--- src/rtl/dcs_pkg.sv ---
package dcs_pkg;
  localparam int CODE_W    = 4;
  localparam int NUM_CODES = 1 << CODE_W;
  localparam int DATA_W    = 8;
  localparam int BANK_BIT  = 6;
  localparam int SWREQ_BIT = 7;
  localparam int PEND_BIT  = 0;
  localparam logic [CODE_W-1:0] SW_CODE = CODE_W'(1);

  // strobes from register decode to the datapath
  typedef struct packed {
    logic              selWr;
    logic [CODE_W-1:0] selCode;
    logic              selBank;
    logic              swFire;
    logic              pendClr;
  } dcsStrobe_t;
endpackage

--- src/rtl/dcs_pin_edge.sv ---
module dcs_pin_edge #(
  parameter int   STAGES = 2,
  parameter logic IDLE   = 1'b1
) (
  input  logic clk,
  input  logic rstN,
  input  logic pinIn,
  output logic fallEdge,
  output logic anyEdge
);
  logic [STAGES-1:0] syncQ;
  logic              prevQ;
  logic              syncOut;

  assign syncOut = syncQ[STAGES-1];

  always_ff @(posedge clk) begin
    if (!rstN) begin
      syncQ <= {STAGES{IDLE}};
      prevQ <= IDLE;
    end else begin
      syncQ <= {syncQ[STAGES-2:0], pinIn};
      prevQ <= syncOut;
    end
  end

  assign fallEdge = prevQ & ~syncOut;
  assign anyEdge  = prevQ ^ syncOut;
endmodule

--- src/rtl/dcs_ctrl.sv ---
module dcs_ctrl
  import dcs_pkg::*;
(
  input  logic              regWrEn,
  input  logic              regAddr,
  input  logic [DATA_W-1:0] regWrData,
  input  logic [CODE_W-1:0] curCode,
  input  logic              curBank,
  input  logic              curPending,
  output logic [DATA_W-1:0] regRdData,
  output dcsStrobe_t        strobe
);
  logic wrSel;
  logic wrStat;

  assign wrSel  = regWrEn && (regAddr == 1'b0);
  assign wrStat = regWrEn && (regAddr == 1'b1);

  always_comb begin
    strobe.selWr   = wrSel;
    strobe.selCode = regWrData[CODE_W-1:0];
    strobe.selBank = regWrData[BANK_BIT];
    strobe.swFire  = wrSel && regWrData[SWREQ_BIT] && !regWrData[BANK_BIT]
                     && (regWrData[CODE_W-1:0] == SW_CODE);
    strobe.pendClr = wrStat && !regWrData[PEND_BIT];
  end

  always_comb begin
    regRdData = '0;
    if (regAddr == 1'b0) begin
      regRdData[CODE_W-1:0] = curCode;
      regRdData[BANK_BIT]   = curBank;
    end else begin
      regRdData[PEND_BIT] = curPending;
    end
  end
endmodule

--- src/rtl/dcs_datapath.sv ---
module dcs_datapath
  import dcs_pkg::*;
#(
  parameter int   SYNC_STAGES  = 2,
  parameter int   EXT_PIN_CODE = 5,
  parameter logic PIN_IDLE     = 1'b1
) (
  input  logic                 clk,
  input  logic                 rstN,
  input  logic                 pinIn,
  input  logic [NUM_CODES-3:0] basicEvt,
  input  logic [NUM_CODES-2:0] extEvt,
  input  logic                 reqAck,
  input  dcsStrobe_t           strobe,
  output logic [CODE_W-1:0]    curCode,
  output logic                 curBank,
  output logic                 curPending,
  output logic                 evtHit
);
  logic                 pinFall;
  logic                 pinAny;
  logic [NUM_CODES-1:0] basicVec;
  logic [NUM_CODES-1:0] extVec;

  dcs_pin_edge #(.STAGES(SYNC_STAGES), .IDLE(PIN_IDLE)) i_pin (
    .clk(clk), .rstN(rstN), .pinIn(pinIn),
    .fallEdge(pinFall), .anyEdge(pinAny)
  );

  for (genvar c = 0; c < NUM_CODES; c++) begin : g_basic
    if (c == 0) begin : g_pin
      assign basicVec[c] = pinFall;
    end else if (c == 1) begin : g_sw
      assign basicVec[c] = 1'b0;  // software cause enters through swFire
    end else begin : g_evt
      assign basicVec[c] = basicEvt[c-2];
    end
  end

  for (genvar c = 0; c < NUM_CODES; c++) begin : g_ext
    if (c == EXT_PIN_CODE) begin : g_pin
      assign extVec[c] = pinAny;
    end else if (c < EXT_PIN_CODE) begin : g_lo
      assign extVec[c] = extEvt[c];
    end else begin : g_hi
      assign extVec[c] = extEvt[c-1];
    end
  end

  assign evtHit = (curBank ? extVec[curCode] : basicVec[curCode]) | strobe.swFire;

  always_ff @(posedge clk) begin
    if (!rstN) begin
      curCode    <= '0;
      curBank    <= 1'b0;
      curPending <= 1'b0;
    end else begin
      if (strobe.selWr) begin
        curCode <= strobe.selCode;
        curBank <= strobe.selBank;
      end
      if (evtHit)
        curPending <= 1'b1;
      else if (reqAck || strobe.pendClr)
        curPending <= 1'b0;
    end
  end
endmodule

--- src/rtl/dma_cause_sel.sv ---
module dma_cause_sel
  import dcs_pkg::*;
#(
  parameter int   SYNC_STAGES  = 2,
  parameter int   EXT_PIN_CODE = 5,
  parameter logic PIN_IDLE     = 1'b1
) (
  input  logic                 clk,
  input  logic                 rstN,
  input  logic                 pinIn,
  input  logic [NUM_CODES-3:0] basicEvt,
  input  logic [NUM_CODES-2:0] extEvt,
  input  logic                 regWrEn,
  input  logic                 regAddr,
  input  logic [DATA_W-1:0]    regWrData,
  output logic [DATA_W-1:0]    regRdData,
  input  logic                 reqAck,
  output logic                 reqPending
);
  dcsStrobe_t        strobe;
  logic [CODE_W-1:0] curCode;
  logic              curBank;
  logic              evtHit;

  dcs_ctrl i_ctrl (
    .regWrEn(regWrEn), .regAddr(regAddr), .regWrData(regWrData),
    .curCode(curCode), .curBank(curBank), .curPending(reqPending),
    .regRdData(regRdData), .strobe(strobe)
  );

  dcs_datapath #(
    .SYNC_STAGES(SYNC_STAGES), .EXT_PIN_CODE(EXT_PIN_CODE), .PIN_IDLE(PIN_IDLE)
  ) i_dp (
    .clk(clk), .rstN(rstN), .pinIn(pinIn),
    .basicEvt(basicEvt), .extEvt(extEvt), .reqAck(reqAck),
    .strobe(strobe), .curCode(curCode), .curBank(curBank),
    .curPending(reqPending), .evtHit(evtHit)
  );
endmodule

--- config.mk ---
export PLATFORM = sky130hd
export DESIGN_NAME = dma_cause_sel
export DESIGN_NICKNAME = d
export VERILOG_FILES = /design/src/rtl/dcs_pkg.sv /design/src/rtl/dcs_pin_edge.sv /design/src/rtl/dcs_ctrl.sv /design/src/rtl/dcs_datapath.sv /design/src/rtl/dma_cause_sel.sv
export SDC_FILE = /design/constraint.sdc
export NUM_CORES = 1
export LEC_CHECK = 0
export ABC_AREA = 1
export BUFFER_PORTS_ARGS = -buffer_cell sky130_fd_sc_hd__buf_2
export CAP_MARGIN = 5
export CORE_MARGIN = 3
export CORE_UTILIZATION = 42
export CTS_CLUSTER_SIZE = 28
export DETAILED_ROUTE_END_ITERATION = 8
export PLACE_DENSITY_LB_ADDON = 0.05
export SYNTH_ARGS = -nofsm -noshare
export SYNTH_HDL_FRONTEND = slang
export SYNTH_SLANG_ARGS = --single-unit
--- constraint.sdc ---
create_clock -name clk -period 1.55 [get_ports clk]
set_input_delay 0.31 -clock clk [delete_from_list [all_inputs] [get_ports clk]]
set_output_delay 0.31 -clock clk [all_outputs]
set_load 0.02 [all_outputs]
# --- Yosys cells after proc, flatten, opt, wreduce, memory -nomap -nowiden ---
# Cells that the tools add are included.
totals:
  regBits: 9
  latchBits: 0
  ramBits: 0
  romBits: 0
  in_bits: 43
  wordCells: 32
  mem_count: 0
op_classes:
  addsub: 0
  mul: 0
  n_div: 0
  order_cmp: 1
  eq_ne: 1
  shifts: 0
  n_mux: 10
  n_bitwise: 5
  n_reduce_logical: 10
op_table:
  columns: ["cell", "count"]
  rows:
  - ["1-bit binary-select mux with 4-bit select", 2]
  - ["1-bit 2-to-1 mux", 7]
  - ["1-bit logical AND", 6]
  - ["4-bit by 5-bit < comparator with 1-bit output (second input constant)", 1]
  - ["4-bit by 1-bit == test with 1-bit output (second input constant)", 1]
  - ["3-bit 2-to-1 mux", 1]
  - ["1-bit logical NOT", 2]
  - ["1-bit inverter", 2]
  - ["2-bit nonzero test", 1]
  - ["1-bit bitwise AND", 1]
  - ["1-bit logical OR", 1]
  - ["1-bit OR", 1]
  - ["1-bit XOR", 1]

# --- Longest topological paths before layout ---
# Gate-level depths: netlist of the first run.
depth:
  depth_word: 7
  depth_mapped: 12
  mapped_depth_nobuf: 11

# --- By module ---
# Synthesis of the first run repeated with hierarchy kept, for this count alone.
hier_totals:
  hier_cells: 161
  area_unflattened_um2: 910.9
by_module_without_submodules:
  columns: ["mod", "n_inst", "cells_per_inst", "area_per_inst_um2", "seq_area_each_um2"]
  rows:
  - ["dcs_datapath", 1, 117, 633.1, 120.1]
  - ["dcs_ctrl", 1, 33, 178.9, 0.0]
  - ["dcs_pin_edge", 1, 11, 98.8, 60.1]

# --- Worst setup path after synthesis of the first run ---
# OpenSTA, ideal clock, no wires.
synth_path:
  path_kind: "flip-flop to output port"
  startpoint: "register i_dp.curCode[0]"
  endpoint: "output port regRdData[0]"
  t_arrival_ns: 1.078
  required_ns: 1.240
  slack_ns: 0.162
  stages_incl_launch_ff: 5
  path_cell_list: "dfxtp_1 buf_6 inv_4 buf_6 o21ai_0"
synth_between:
  elab_chain_len: 1
synth_lines:
  columns: ["element", "line_no", "text"]
  rows:
  - ["start: declaration", "dcs_datapath.sv:15", "output logic [CODE_W-1:0] curCode,"]
  - ["start signal: assignment", "dcs_datapath.sv:59", "curCode <= strobe.selCode;"]
  - ["1-bit 2-to-1 mux", "dcs_ctrl.sv:30", "if (regAddr == 1'b0) begin"]
  - ["end: declaration", "dma_cause_sel.sv:16", "output logic [DATA_W-1:0] regRdData,"]
# Every way passes these cells.

# --- Final worst setup path of the first run ---
# Same ends and word-level chain as after synthesis.

==> results of run 1 <==
-- registers in the layout, summed over array words and instances, names as in the netlist --
register and cells:
i_dp.i_pin.syncQ 2, i_dp.curPending 1, i_dp.i_pin.prevQ 1, i_dp.curCode 4
i_dp.curBank 1
-- worst max-delay path by stage --
stage | depth (start not counted) | to | start | slack, ps
finish | 3 | regRdData[0] | i_dp.curCode[0] | 160
floorplan | 4 | regRdData[0] | i_dp.curCode[0] | 160
CTS | 3 | regRdData[0] | i_dp.curCode[0] | 150
global route | 3 | regRdData[0] | i_dp.curCode[0] | 50
global placement | 10 | i_dp.curPending | i_dp.curCode[0] | 270
detailed placement | 11 | i_dp.curPending | i_dp.i_pin.syncQ[1] | 250
-- metrics by stage --
stage / total power [uW] / std cells
2_1_floorplan: 423 / 150
3_3_place_gp: 496 / 216
3_5_place_dp: 501 / 216
4_1_cts: 682 / 220
5_1_grt: 731 / 220
6_report: 676 / 220
-- logic make-up after synthesis --
| group | share of synthesized area [%] |
|---|---|
| AO/OA/AOI/OAI | 7.31 |
| adder cells (fa/ha/maj) | 1.52 |
| buffers and inverters | 23.6 |
| flip-flops | 21.9 |
| other | 0.456 |
| AND/OR/NAND/NOR | 45.2 |
-- worst max-delay path: stages, from the launching register on --
cell	delay (ps)
dfxtp_1	390
inv_4	110
o21ai_0	140
buf_2	180
-- cell type report --
cell class	count	share of cell area (%)
inverters	33	11.7
clock buffers	4	2.43
well taps	25	2.90
repair buffers	50	24.1
multi-input cells	99	42.2
flip-flops and latches	9	16.7
-- power groups by stage --
stage / Sequential (uW) / Combinational, uW / Clock, uW
final: 256 / 238 / 182
after global routing: 258 / 274 / 199
after CTS: 255 / 241 / 185
after detailed placement: 261 / 240 / 0
after global placement: 260 / 236 / 0
after floorplan: 264 / 160 / 0
-- placed cells by master, fill, tap and decap left out --
cell,Yosys,layout
buf_2,3,46
o21ai_0,7,7
or2_1,4,4
inv_1,31,31
nor4_1,1,1
clkbuf_4,0,3
conb_1,1,3
dfxtp_1,9,9
clkbuf_1,0,1
nand2_1,36,36
ha_1,1,1
buf_4,4,4
nor3_1,1,1
inv_4,1,1
nor2_4,1,1
inv_2,1,1
nand3_1,25,25
nand2_2,3,3
nor2_1,12,12
a21oi_1,5,5
-- layer usage --
layer,vias to the layer above,part of all wire [%]
li1,537,-
met3,4,6.4
met5,-,0
met1,408,44
met4,0,2.1
met2,30,48
==> impl_results.md, run 1 <==
- Met3 usage: 1.78%
- Drt via density: 4.45
- Most used routing layer: met2
- Final period util: 89.8%
- R2R Path Start: i_dp.i_pin.syncQ[1]
- Clock Skews: 0.150 ps
- Share of layout cells above drive strength 1: 30.3%
- Area delta synth->final: 31.4%
- Fin area: 1080 um^2
- Fin. Hold Viols: 0
- Pin count of the biggest net entering global routing: 18
- Port-buffer cells: 46
- FF-to-FF path depth: 11
- Distinct cells, synth: 19
- Resize count post-CTS: 0
- Die Ht: 50.2 um
- Setup bufs post-CTS: 0
- Worst Path Max Fanout: 17
- Sum Neg Setup Slack: 0 ps
- CTS max path bufs: 2
- Detail Route Antenna Nets: 0
- Synth area leaders: dfxtp_1 22%, nand2_1 16%, nand3_1 15%
- Wire per inst: 9.02 um
- Post-synth EDFFs: 0
- Combinational Power Share: 35.3%
- Switching share of power: 33.4%
- Rows: 15
- CTS H-tree lvls: 1
- Grt met1 use: 20.5%
- Setup ws final: 159 ps
- RSZ-0062 raised after global routing: no
- Fin util: 60.6%
- DRC Markers: 0
- Post-synthesis sequential area ratio: 21.9%
- Depth of the worst hold-timing path: 3
- Yosys top cell area share: 21.9%
- Yosys warnings: 0
- Initial Util: 46.1%
- Post-synthesis cell count: 148
- Total gr overflow: 0
- Register Area: 180 um^2
- Clk Tree Root Cell: clkbuf_4
- Primary FF master, synth: dfxtp_1
- Antenna violations before repair: 0
- Maximum VDD drop: 0.000697 V
- GRT Util Overall: 17.1%
- Final net count: 240
- Vias post-DR: 979
- WS Path Type: flop to output port
- Max_cap viols: 0
- Arrival @ worst endpoint: 1080 ps
- Setup WS pre-CTS: 249 ps
- Clock Sink Count: 9
- IO Pins: 52
- Type of origin of the critical path: flop
- FF-to-FF End: i_dp.curPending
- Diodes inserted: 0
- Outcome: finished clean
- Synth Register Bits: 9
- Footprint of the multi-input gates: 455 um^2
- Synthesized cell area: 822 um^2
- Clock network power share: 26.9%
- FILL cells: 191
- Int Power: 450 uW
- Vias in the first global route: 824
- DP HPWL: 1610 um
- Max Clk Rate: 719 MHz
- GR Util met2: 30.0%
- Pre-antenna DRT Iters: 5
- Die Wd: 50.2 um
- Routability cong.: 0.766
- Data required time of the worst path: 1240 ps
- Worst Hold Path EP: i_dp.i_pin.syncQ[0]
- Commonest cells post-synth: 36 x nand2_1, 31 x inv_1, 25 x nand3_1
- Post-DP Area: 1050 um^2
- Hold Crit Start: pinIn
- Synthesized area per cell: 5.55 um^2
- Hold WC Path Type: input port to flop
- Routed Wire Length: 1990 um
- Global-route wire length before repair: 3360 um
- Flop pwr share: 37.8%
- Yosys top cell by area: dfxtp_1
- CP Capture Type: output port
- Reg clk slew, reported paths: 60 ps
- Reg2reg setup slack: 250 ps
- Final Max Tran Viols: 0
- Initial DRC Count: 8
- Hold Worst Slack: 215 ps
- Number of buffers created by CTS: 3
- Pwr/cell area: 626 nW/um^2
- Net switching power: 226 uW
- # setup viols final: 0
- Leak: 0.000662 uW
- Quantity of hold-fixing buffers added after cts: 0
- Core footprint: 1780 um^2
- Async SR Flop Fraction: 0%
- Most common cell in the netlist: nand2_1
- Die area: 2520 um^2
- Clock latency on the worst-skew pair: 260 ps
- Tmin final: 1390 ps
- CTS tree: done
Note: power is estimated with default switching activity, not from simulation.
==> run 2, diff against run 1 <==
--- a/config.mk
+++ b/config.mk
@@ -8,8 +8,10 @@
 export ABC_AREA = 1
 export BUFFER_PORTS_ARGS = -buffer_cell sky130_fd_sc_hd__buf_2
 export CAP_MARGIN = 5
+export CELL_PAD_IN_SITES_DETAIL_PLACEMENT = 1
+export CELL_PAD_IN_SITES_GLOBAL_PLACEMENT = 2
 export CORE_MARGIN = 3
-export CORE_UTILIZATION = 42
+export CORE_UTILIZATION = 19
 export CTS_CLUSTER_SIZE = 28
 export DETAILED_ROUTE_END_ITERATION = 8
 export PLACE_DENSITY_LB_ADDON = 0.05
==> run 2 against run 1 <==
- via count is 1.5% higher
- routed wire length is 37% higher
- final area is 4.6% higher
- sequential power hardly changed
- core utilization is 33 points lower
- die area is 100% higher
- sequential share of layout area is 0.74 points lower
- critical path depth stayed put
- critical path type unchanged
- largest power group is now clock
- highest routed layer unchanged
==> impl_results.md, run 2 (synthesis gave the netlist of run 1 again) <==
- Outcome: finished clean
- Clock latency on the worst-skew pair: 230 ps (-30 ps)
- FF-to-FF path depth: 10 (-1)
- Final period util: 88.6% (-1.2 points)
- Leak: 0.000670 uW (+1.2%)
- Drt via density: 4.06 (-8.8%)
- Die Ht: 71.8 um (+43%)
- Wire per inst: 11.1 um (+23%)
- Hold WC Path Type: input port to flop
- Final Non-Filler Cells: 245 (+11%)
- Total gr overflow: 0 (unchanged)
- Antenna violations before repair: 0 (unchanged)
- Most frequent cells in the layout: 46 x buf_2, 36 x nand2_1, 31 x inv_1, 25 x nand3_1, 12 x nor2_1
- Setup ws final: 177 ps (+18.2 ps)
- RSZ-0062 raised after global routing: no
- Data required time of the worst path: 1240 ps (about the same)
- Reg clk slew, reported paths: 50 ps (about the same)
- Area delta synth->final: 37.4%
- Clock Sink Count: 9 (unchanged)
- Initial DRC Count: 29 (+21)
- Placed cells: 241 (+12%)
- Diodes inserted: 0 (unchanged)
- Hold Worst Slack: 252 ps (+36.9 ps)
- WS Path Type: flop to output port
- Resize count post-CTS: 0 (unchanged)
- # setup viols final: 0 (unchanged)
- Routability cong.: 0.748 (-2.4%)
- CP Capture Type: output port
- Core footprint: 4090 um^2 (+130%)
- Setup bufs post-CTS: 0 (unchanged)
- Arrival @ worst endpoint: 1060 ps (-20 ps)
- CTS max path bufs: 2 (unchanged)
- Sum Neg Setup Slack: 0 ps (unchanged)
- Global-route wire length before repair: 4710 um (+40%)
- Tmin final: 1370 ps (-18.2 ps)
- CTS tree: done
- Vias post-DR: 994 (+1.5%)
- Largest regs: i_dp.curCode (4), i_dp.i_pin.syncQ (2)
- Max Clk Rate: 728 MHz (+1.3%)
- Quantity of hold-fixing buffers added after cts: 0 (unchanged)
- DRC Markers: 0 (unchanged)
- GRT Util Overall: 11.4% (-5.7 points)
- Most common cell after layout, fill and taps aside: buf_2
- Vias in the first global route: 1095 (+33%)
- Routed Wire Length: 2730 um (+37%)
- Maximum VDD drop: 0.000318 V (-54%)
- Final Max Tran Viols: 0 (unchanged)
- Detail Route Antenna Nets: 0 (unchanged)
- IO Pins: 52 (unchanged)
- Max reg flops: 4 (unchanged)
- Pwr/cell area: 688 nW/um^2 (+9.9%)
- Max_cap viols: 0 (unchanged)
- Depth of the worst hold-timing path: 3 (unchanged)
- Rows: 23 (+8)
- CTS H-tree lvls: 1 (unchanged)
- Type of origin of the critical path: flop
- Clk Tree Root Cell: clkbuf_8
- Final Power: 777 uW (+15%)
- Setup WS pre-CTS: 209 ps (-39.1 ps)
- Pre-antenna DRT Iters: 2 (-3)
- Port-buffer cells: 46 (unchanged)
- Pin count of the biggest net entering global routing: 18 (unchanged)
- Number of buffers created by CTS: 3 (unchanged)
- Most flops, register: i_dp.curCode
- Die area: 5150 um^2 (+100%)
- Share of layout cells above drive strength 1: 30.3% (unchanged)
- Clock Skews: 1.65 ps (+1.50 ps)
- Fin. Hold Viols: 0 (unchanged)
- Die Wd: 71.8 um (+43%)
- Final net count: 240 (unchanged)
- Worst Path Max Fanout: 17 (unchanged)
- DP HPWL: 2210 um (+38%)
- Initial Util: 20.1% (-26 points)
run 2: cell counts in the layout (fill, tap and decap cells not counted):
No cell type changed its count.
run 2: worst max-delay path, stage by stage, from the launching register on:
cell	delay, ps
dfxtp_1	380
inv_4	120
o21ai_0	150
buf_2	180
run 2: layout make-up:
| type | instances | area, um^2 |
|---|---|---|
| repair buffers | 50 | 260 |
| multi-input cells | 99 | 455 |
| clock buffers | 4 | 45.0 |
| flip-flops and latches | 9 | 180 |
| fillers | 553 | 2960 |
| inverters | 33 | 126 |
| well taps | 50 | 62.6 |
run 2: power breakdown:
group          total (uW)  internal [uW]  switching, uW
logic                 248            104            144
clock network         272            179           92.7
registers             257            248           9.38
total                 777            531            246
run 2: final timing paths:
path / from / slack, ps / end
min: pinIn / 250 / i_dp.i_pin.syncQ[0]
max reg2reg: i_dp.curCode[0] / 230 / i_dp.curPending
max: i_dp.curCode[0] / 180 / regRdData[0]
min reg2reg: i_dp.i_pin.syncQ[0] / 410 / i_dp.i_pin.syncQ[1]
run 2: stage by stage:
step,area [um^2],utilization (%)
after floorplan,830,-
after global placement,1080,26.5
after detailed placement,1080,26.5
after CTS,1130,27.6
after global routing,1130,27.6
final,1130,27.6
run 2: per-layer routing:
layer	part of all wire [%]	global-route usage, %	vias to the layer above
met5	0	0	-
met2	48	20.2	25
met3	6.5	1.96	2
met1	45	13.7	434
li1	-	-	533
met4	0.44	3.76	0
==> run 3, diff against run 2 <==
--- a/config.mk
+++ b/config.mk
@@ -14,7 +14,7 @@
 export CORE_UTILIZATION = 19
 export CTS_CLUSTER_SIZE = 28
 export DETAILED_ROUTE_END_ITERATION = 8
-export PLACE_DENSITY_LB_ADDON = 0.05
+export PLACE_DENSITY_LB_ADDON = 0.3
 export SYNTH_ARGS = -nofsm -noshare
 export SYNTH_HDL_FRONTEND = slang
 export SYNTH_SLANG_ARGS = --single-unit
==> run 3 against run 2 <==
- core utilization down 0.18 points
- non-clock buffer count down 1
- worst hold slack worse by 3.1 ps
- final area down 0.66%
- largest power group unchanged
- combinational power about the same
- first-iteration DRC count down 59%
- critical path type unchanged
- critical path depth unchanged
- die area unchanged
- sequential cell count unchanged
- clock-buffer cell count unchanged
- cell count down 0.41%
==> impl_results.md, run 3 (synthesis gave the netlist of run 1 again) <==
- Outcome: finished clean
- Antenna violations before repair: 0 (unchanged)
- CP Capture Type: output port
- Worst Path Max Fanout: 17 (unchanged)
- Final Max Tran Viols: 0 (unchanged)
- Final period util: 89.3% (+0.69 points)
- Quantity of hold-fixing buffers added after cts: 0 (unchanged)
- Int Power: 529 uW (-0.32%)
- Pwr/cell area: 692 nW/um^2 (+0.66%)
- Rows: 23 (unchanged)
- Max reg flops: 4 (unchanged)
- Routed Wire Length: 2710 um (-0.70%)
- Footprint of the multi-input gates: 455 um^2 (unchanged)
- Die Wd: 71.8 um (unchanged)
- # setup viols final: 0 (unchanged)
- Arrival @ worst endpoint: 1070 ps (about the same)
- GRT Util Overall: 10.8% (-0.53 points)
- Vias post-DR: 994 (unchanged)
- Largest regs: i_dp.curCode (4), i_dp.i_pin.syncQ (2)
- Crit path max-delay family: flip-flops
- WS Path Type: flop to output port
- Sum Neg Setup Slack: 0 ps (unchanged)
- Switching share of power: 31.9% (+0.21 points)
- Total gr overflow: 0 (unchanged)
- Max Clk Rate: 723 MHz (-0.77%)
- DP HPWL: 2200 um (-0.70%)
- Max_cap viols: 0 (unchanged)
- Most common cell after layout, fill and taps aside: buf_2
- Clock Sink Count: 9 (unchanged)
- Hold Crit Start: pinIn
- Number of buffers created by CTS: 3 (unchanged)
- Share of layout cells above drive strength 1: 29.9% (-0.36 points)
- Die Ht: 71.8 um (unchanged)
- Area delta synth->final: 36.5%
- Resize count post-CTS: 0 (unchanged)
- Drt via density: 4.07 (+0.41%)
- Net switching power: 248 uW (+0.64%)
- Flop pwr share: 33.1% (about the same)
- Clock Skews: 2.59 ps (+0.947 ps)
- Vias in the first global route: 1095 (unchanged)
- Port-buffer cells: 46 (unchanged)
- FF-to-FF End: i_dp.curPending
- CTS tree: done
- Initial DRC Count: 12 (-59%)
- Routability cong.: 0.748 (about the same)
- DRC Markers: 0 (unchanged)
- Data required time of the worst path: 1240 ps (about the same)
- Die area: 5150 um^2 (unchanged)
- Setup ws final: 166 ps (-10.7 ps)
- RSZ-0062 raised after global routing: no
- Worst Hold Path EP: i_dp.i_pin.syncQ[0]
- Type of origin of the critical path: flop
- Reg2reg setup slack: 230 ps (about the same)
- Reg clk slew, reported paths: 40 ps (about the same)
- Core footprint: 4090 um^2 (unchanged)
- CTS max path bufs: 2 (unchanged)
- FF-to-FF path depth: 10 (unchanged)
- Detail Route Antenna Nets: 0 (unchanged)
- Pre-antenna DRT Iters: 4 (+2)
- Worst path slowest cell: dfxtp_1
- Crit-path max cell delay: 360 ps (-20 ps)
- Diodes inserted: 0 (unchanged)
- FILL cells: 573 (+3.6%)
- Tmin final: 1380 ps (+10.7 ps)
- Setup WS pre-CTS: 213 ps (+3.71 ps)
- Global-route wire length before repair: 4620 um (-2.0%)
- Combinational Power Share: 31.5% (-0.4 points)
- R2R Path Start: i_dp.curCode[0]
- Most flops, register: i_dp.curCode
- IO Pins: 52 (unchanged)
- Worst Path Buf+Inv: 2 (unchanged)
- Most frequent cells in the layout: 46 x buf_2, 36 x nand2_1, 31 x inv_1, 25 x nand3_1, 12 x nor2_1
- CTS H-tree lvls: 1 (unchanged)
- Wire per inst: 11.1 um (-0.29%)
- Maximum VDD drop: 0.000230 V (-28%)
- Fin. Hold Viols: 0 (unchanged)
- Final net count: 239 (-0.42%)
- Leak: 0.000665 uW (-0.78%)
- Clk Tree Root Cell: clkbuf_8
- Clock latency on the worst-skew pair: 230 ps (about the same)
- Clock network power share: 35.4% (+0.4 points)
- Hold WC Path Type: input port to flop
- Depth of the worst hold-timing path: 3 (unchanged)
- Initial Util: 20.1% (unchanged)
- Setup bufs post-CTS: 0 (unchanged)
- Register Area: 180 um^2 (unchanged)
- Pin count of the biggest net entering global routing: 18 (unchanged)
- Worst-path cell chain: inv_4 -> o21ai_0 -> buf_2
==> run 3: cell types whose count changed in the layout (fill, tap and decap cells not counted), sizes merged <==
cell  previous run  this run
buf             50        49
==> run 3: stage by stage <==
stage	power [uW]	hold slack, ps	cell area (um^2)	instances	util (%)
finish	777	249	1120	244	27.5
global route	837	257	1120	244	27.5
CTS	791	247	1120	244	27.5
detailed placement	511	399	1080	240	26.4
global placement	505	383	1080	240	26.4
floorplan	423	380	830	150	-
==> run 3: final cells by class <==
| cell class | instances | share of cell area [%] |
|---|---|---|
| multi-input combinational | 99 | 40.6 |
| timing repair buffer | 49 | 22.5 |
| inverter | 33 | 11.3 |
| clock buffer | 4 | 4.01 |
| tap | 50 | 5.57 |
| sequential | 9 | 16.1 |
==> run 3: routing by layer <==
layer,vias to the layer above,part of all wire [%],GRT usage [%]
met1,425,47,13.6
li1,532,-,-
met4,0,0.63,3.13
met3,2,6.3,1.40
met5,-,0,0
met2,35,46,19.2
==> run 3: tightest hold or removal path, cell delays in order <==
cell and delay, ps:
buf_2 80, inv_1 30, nand2_1 40
==> run 3: worst max-delay path by stage <==
stage               depth (start not counted)       startpoint         endpoint
floorplan                                   4  i_dp.curCode[0]     regRdData[0]
global placement                           10  i_dp.curCode[0]  i_dp.curPending
detailed placement                         10  i_dp.curCode[0]  i_dp.curPending
CTS                                         3  i_dp.curCode[0]     regRdData[0]
global route                               11  i_dp.curCode[0]  i_dp.curPending
finish                                      3  i_dp.curCode[0]     regRdData[0]
==> run 3: power groups by stage <==
stage / Clock [uW] / Sequential (uW) / Combinational [uW]
after floorplan: 0 / 264 / 160
after global routing: 296 / 258 / 283
after CTS: 282 / 257 / 251
after detailed placement: 0 / 261 / 250
after global placement: 0 / 260 / 244
final: 275 / 257 / 245
